File: config.mk
export PLATFORM = sky130hd
export DESIGN_NAME = opnd_reg_bank
export DESIGN_NICKNAME = d
export VERILOG_FILES = /design/src/rtl/opnd_reg_bank.sv
export SDC_FILE = /design/constraint.sdc
export NUM_CORES = 1
export LEC_CHECK = 0
export BUFFER_PORTS_ARGS = -buffer_cell sky130_fd_sc_hd__buf_4
export CAP_MARGIN = 20
export CORE_ASPECT_RATIO = 0.8
export CORE_MARGIN = 2
export CORE_UTILIZATION = 55
export DETAILED_ROUTE_END_ITERATION = 12
export PLACE_DENSITY = 0.76
export SLEW_MARGIN = 30
export SYNTH_ARGS = -nofsm -noshare
export SYNTH_HDL_FRONTEND = slang
export SYNTH_SLANG_ARGS = --single-unit
File: constraint.sdc
create_clock -name clk -period 1.6 [get_ports clk]
set_clock_uncertainty 0.1 [all_clocks]
set_input_delay 0.24 -clock clk [delete_from_list [all_inputs] [get_ports clk]]
set_output_delay 0.24 -clock clk [all_outputs]
set_load 0.02 [all_outputs]
File: src/rtl/opnd_reg_bank.sv
module opnd_reg_bank #(
  parameter int DATA_W   = 16,
  parameter int NUM_REGS = 8
) (
  input  logic                        clk,
  input  logic                        rst,
  input  logic [$clog2(NUM_REGS)-1:0] rd_a_idx,
  output logic [DATA_W-1:0]           rd_a_data,
  input  logic [$clog2(NUM_REGS)-1:0] rd_b_idx,
  output logic [DATA_W-1:0]           rd_b_data,
  input  logic                        wr_en,
  input  logic [$clog2(NUM_REGS)-1:0] wr_idx,
  input  logic [DATA_W-1:0]           wr_data
);
  localparam int IDX_W = $clog2(NUM_REGS);
  localparam int TOP   = NUM_REGS - 1;
  localparam logic [IDX_W-1:0] TOP_IDX = IDX_W'(TOP);

  logic [DATA_W-1:0] slot [NUM_REGS];

  generate
    for (genvar k = 0; k < NUM_REGS; k++) begin : g_slot
      if (k == 0) begin : g_zero
        assign slot[k] = '0;
      end else if (k == TOP) begin : g_ones
        assign slot[k] = '1;
      end else begin : g_store
        always_ff @(posedge clk) begin
          if (rst)
            slot[k] <= '0;
          else if (wr_en && wr_idx == IDX_W'(k))
            slot[k] <= wr_data;
        end
      end
    end
  endgenerate

  assign rd_a_data = slot[rd_a_idx];
  assign rd_b_data = slot[rd_b_idx];

  // index 0 returns zero on both ports
  p_zero_entry_r2: assert property (@(posedge clk) disable iff (rst)
    (rd_a_idx == '0) |-> (rd_a_data == '0 && (rd_b_idx != '0 || rd_b_data == '0)));

  // top index returns all ones
  p_ones_entry_r3: assert property (@(posedge clk) disable iff (rst)
    (rd_b_idx == TOP_IDX) |-> (rd_b_data == '1));

  // a write to a storage entry is visible on port A in the next cycle
  p_write_seen_r6: assert property (@(posedge clk) disable iff (rst)
    ($past(wr_en) && !$past(rst) && $past(wr_idx) != '0 && $past(wr_idx) != TOP_IDX
     && rd_a_idx == $past(wr_idx)) |-> (rd_a_data == $past(wr_data)));

  // storage entries read zero in the first cycle after reset
  p_reset_clear_r5: assert property (@(posedge clk) disable iff (rst)
    ($past(rst) && rd_a_idx != TOP_IDX) |-> (rd_a_data == '0));

  // port B unchanged across a cycle with no write and a steady index
  p_hold_r8: assert property (@(posedge clk) disable iff (rst)
    (!$past(rst) && !$past(wr_en) && $stable(rd_b_idx)) |-> $stable(rd_b_data));

endmodule

# == Yosys cells after proc, flatten, opt, wreduce, memory -nomap -nowiden ==
# Index checks and enable logic that the tools add are counted.
# totals
register_bits,96
latchBits,0
ram_bits,0
mem_bits_ro,0
inputBits,28
out_inout_bits,32
word_cells,28
memories,0
# classes
addsub,0
mul,0
div_mod_pow,0
order_cmp,2
eq_ne,6
shifts,0
n_mux,6
n_bitwise,2
reduce_logical,6
# ops
cell,count
$bmux 16 s3,2
$mux 16,4
$eq 3x3->1 const B,3
$ge 4x4->1 const B,2
$not 3->4,2
$eq 3x2->1 const B,2
$logic_and 1x1->1,6
$eq 3x1->1 const B,1

# == Depth between registers and ports, before layout ==
# logic_depth
depth_word,4
ltp_mapped,6
ltp_nobuf,3

# == Worst setup path after synthesis ==
# No wires, ideal clock.
# synth_path
kind,input-to-output
start,input rd_b_idx[0]
end,output rd_b_data[10]
arrival_time_ps,1238
required_ps,1260
path_slack_ps,22
stages,6
n_path_buf,3
cell_sequence,buf_2 > nand2b_1 > clkbuf_2 > buf_2 > o22ai_1 > a21oi_1
# synth_between
elab_chain_cells,4
# synth_rtl
item,line_no,source
start: declaration,9,"input logic [$clog2(NUM_REGS)-1:0] rd_b_idx,"
$not 3->4 (not written as such),39,assign rd_b_data = slot[rd_b_idx];
$bmux 16 s3,39,
$mux 16 (not written as such) (2 in series),39,
end: declaration,10,"output logic [DATA_W-1:0] rd_b_data,"
# Every way passes these cells. The select of a mux whose other input is x is not followed.

# == Worst setup path in the final report ==
# layout_path
start,register slot[102] in the netlist's numbering
end,output rd_b_data[6]
# layout_between
elab_chain_cells,3
# layout_rtl
item,line_no,source
start: declaration,19,logic [DATA_W-1:0] slot [NUM_REGS];
start signal: indexed assignment,32,slot[k] <= wr_data;
$bmux 16 s3,39,
$mux 16 (not written as such) (2 in series),39,
# Every way passes these cells. The select of a mux whose other input is x is not followed.

==> qor.yml <==
async_flop_share_pct: 0
grt_pass1_wl_um: 27400
hpwlAfterDp_um: 10200
rsz0062_at_grt: "yes"
synthFlopType: "dfxtp_1"
ys_types: 23
vias: 5392
final_cell_count_no_fill: 818
post-route-util_pct: 73.3
drt_iter0_markers: 819
powerDensity_nw_per_um2: 880
dpl.cell_count: 776
vdd_drop_max_uv: 711
overflow: 0
path_class: "flop to primary output"
required_ns: 1.26
postRouteWirelength_um: 18000
whs_endpoint: "slot[70]$_SDFFE_PP0P_"
cp.arrival_ns: 1.51
synth_top_area_share_pct: 37.6
synthesis.nets: 654
timing.final.ws_setup_ns: -0.252
hp-class: "input port to flop"
swShare_pct: 27.4
syn2layout_area_growth_pct: 29.4
pwr-share-clk_pct: 40.3
synthesis.area_um2: 5110
comb_power_share_pct: 17.0
design_area_um2: 6620
p_int_mw: 4.23
cpPeakStageDelay_ns: 0.33
path_clk_slew_ns: 0.07
fin_crit_sh_pct: 116
dpl-instance-area_um2: 5680
r2r-end: "slot[82]$_SDFFE_PP0P_"
drc_errors: 0
switchingPower_mw: 1.60
first_pass_iters: 5
numPortBuffers: 59
violations: "negative setup slack"
dieArea_um2: 10100
pin_count: 60
hold_viol_final: 0
synth-seq-cells: 96
end_kind: "primary output"
rows: 31
reg2reg_slack_ns: 0.73
setup_viol: 32
status: "complete, but fails checks"
synth.avg_cell_area_um2: 8.17
slew_headroom_pct: 62.4
path_cells: "mux2_4, a221oi_2, a21oi_2, buf_4"
gp_routability_congestion: 0.868
cts_buffers: 9
grt.total_usage_pct: 34.4
avgViaCountPerCell: 6.59
ys_top_cells_by_count: "nand2_1, a21oi_1, dfxtp_1"
cts-root-buf: "clkbuf_16"
largest_register_ff_count: 96
clock_latency_ns: 0.35
worstHoldStart: "wr_data[6]"
ys.warnings.count: 0
synthMostInstantiatedCell: "nand2_1"
ant_nets: 0
critPathSlowestCell: "dfxtp_2"
finalCriticalPeriod_ns: 1.85
synth-edff-count: 0
die_height_um: 90.3
min_path_cells: 3
rr_startpoint: "slot[82]$_SDFFE_PP0P_"
antenna_found_initial: 0
synth_cells: 626
p_leak_nw: 2.60
maxSlewViolCount: 0
cts_buffer_depth: 2
power_mw: 5.82
ctsHoldBuffers: 0
core_area_um2: 9040
yosysTopAreaCell: "dfxtp_1"
start_util_pct: 56.6
htree_levels: 3
worst_slew_pin_slew_ns: 0.563
clock_sinks: 96
antenna_cells: 0
rr_worst_depth: 3
grt_start_max_net_pins: 97
finalNetCount: 726
fmax_mhz: 540
wl_per_cell_um: 22.0
synthTopCellsByArea: "dfxtp_1, nand2_1, a21oi_1"
finalSetupTns_ns: -6.45
regMostFlops: "slot"
drive_above_1_share_pct: 42.4
grt_pass1_vias: 5334
crit_fanout: 3
reg_top3: "slot x96"
ys_seq_area_share_pct: 37.6
die_w_um: 112
sequentialPowerShare_pct: 42.7
cts_tree: "built"
maxCapViolCount: 0
startpoint_type: "flop"
cell usage in the layout, fill, tap and decap left out, drive strengths merged, types with 3 or more instances in the layout:
cell     synthesis  routed
nand2          192     192
a21oi          128     128
buf             40     127
dfxtp           96      96
mux2            64      64
o22ai           32      32
a221oi          32      32
clkbuf          26      10
and4bb           3       3
nand4bb          3       3
and4b            3       3
nand4b           3       3
worst max path at each step:
stage	from	endpoint	cells past startpoint
2_1_floorplan	rd_b_idx[0]	rd_b_data[10]	6
3_3_place_gp	rd_b_idx[1]	rd_b_data[2]	6
3_5_place_dp	rd_b_idx[1]	rd_b_data[10]	6
4_1_cts	slot[98]$_SDFFE_PP0P_	rd_b_data[2]	4
5_1_grt	slot[97]$_SDFFE_PP0P_	rd_b_data[1]	4
6_report	slot[102]$_SDFFE_PP0P_	rd_b_data[6]	4
layout make-up:
class	instances	area, um^2
repair buffers	127	1060
multi-input cells	464	3110
fillers	609	2420
well taps	115	144
clock inverters	6	92.6
flip-flops and latches	96	1980
clock buffers	10	229
per-stage QoR:
stage	worst slack (ns)	hold WS, ns
6_report	-0.252	0.0611
5_1_grt	-0.274	0.0719
4_1_cts	-0.225	0.0616
3_5_place_dp	-0.177	0.360
3_3_place_gp	-0.170	0.352
2_1_floorplan	0.0218	0.276
timing repair:
item                                    CTS  global route
setup buffers                            17             9
gates resized for setup                  74            46
endpoints found under the setup margin   32            32
pin swaps                                13            20
cells by family after synthesis:
| kind of cell | synth area share, % |
|---|---|
| buffers and inverters | 8.59 |
| flip-flops | 37.6 |
| multiplexers | 14.6 |
| AND/OR/NAND/NOR | 17.2 |
| AO/OA/AOI/OAI | 22.0 |
routing by layer:
metal | vias up | part of all wire [%] | routed length [um] | global-route usage (%)
li1 | 2354 | - | - | -
met4 | 0 | 4.0 | 726 | 16.3
met2 | 365 | 45 | 8160 | 54.7
met3 | 79 | 9.5 | 1720 | 7.18
met1 | 2594 | 41 | 7400 | 44.9
met5 | - | 0 | 0 | 0
power groups by stage:
stage	logic, mW	registers [mW]	clock network [mW]
floorplan	0.511	2.52	0
global placement	0.826	2.53	0
detailed placement	0.840	2.53	0
CTS	0.906	2.48	2.33
global route	1.03	2.49	2.42
finish	0.991	2.49	2.35
critical path: cells and delay by family, from the launching register on:
| family | cells | cell delay (ns) |
|---|---|---|
| flip-flops | 1 | 0.33 |
| multiplexers | 1 | 0.27 |
| AO/OA/AOI/OAI | 2 | 0.36 |
| buffers and inverters | 1 | 0.19 |
Note: power is estimated with default switching activity, not from simulation.
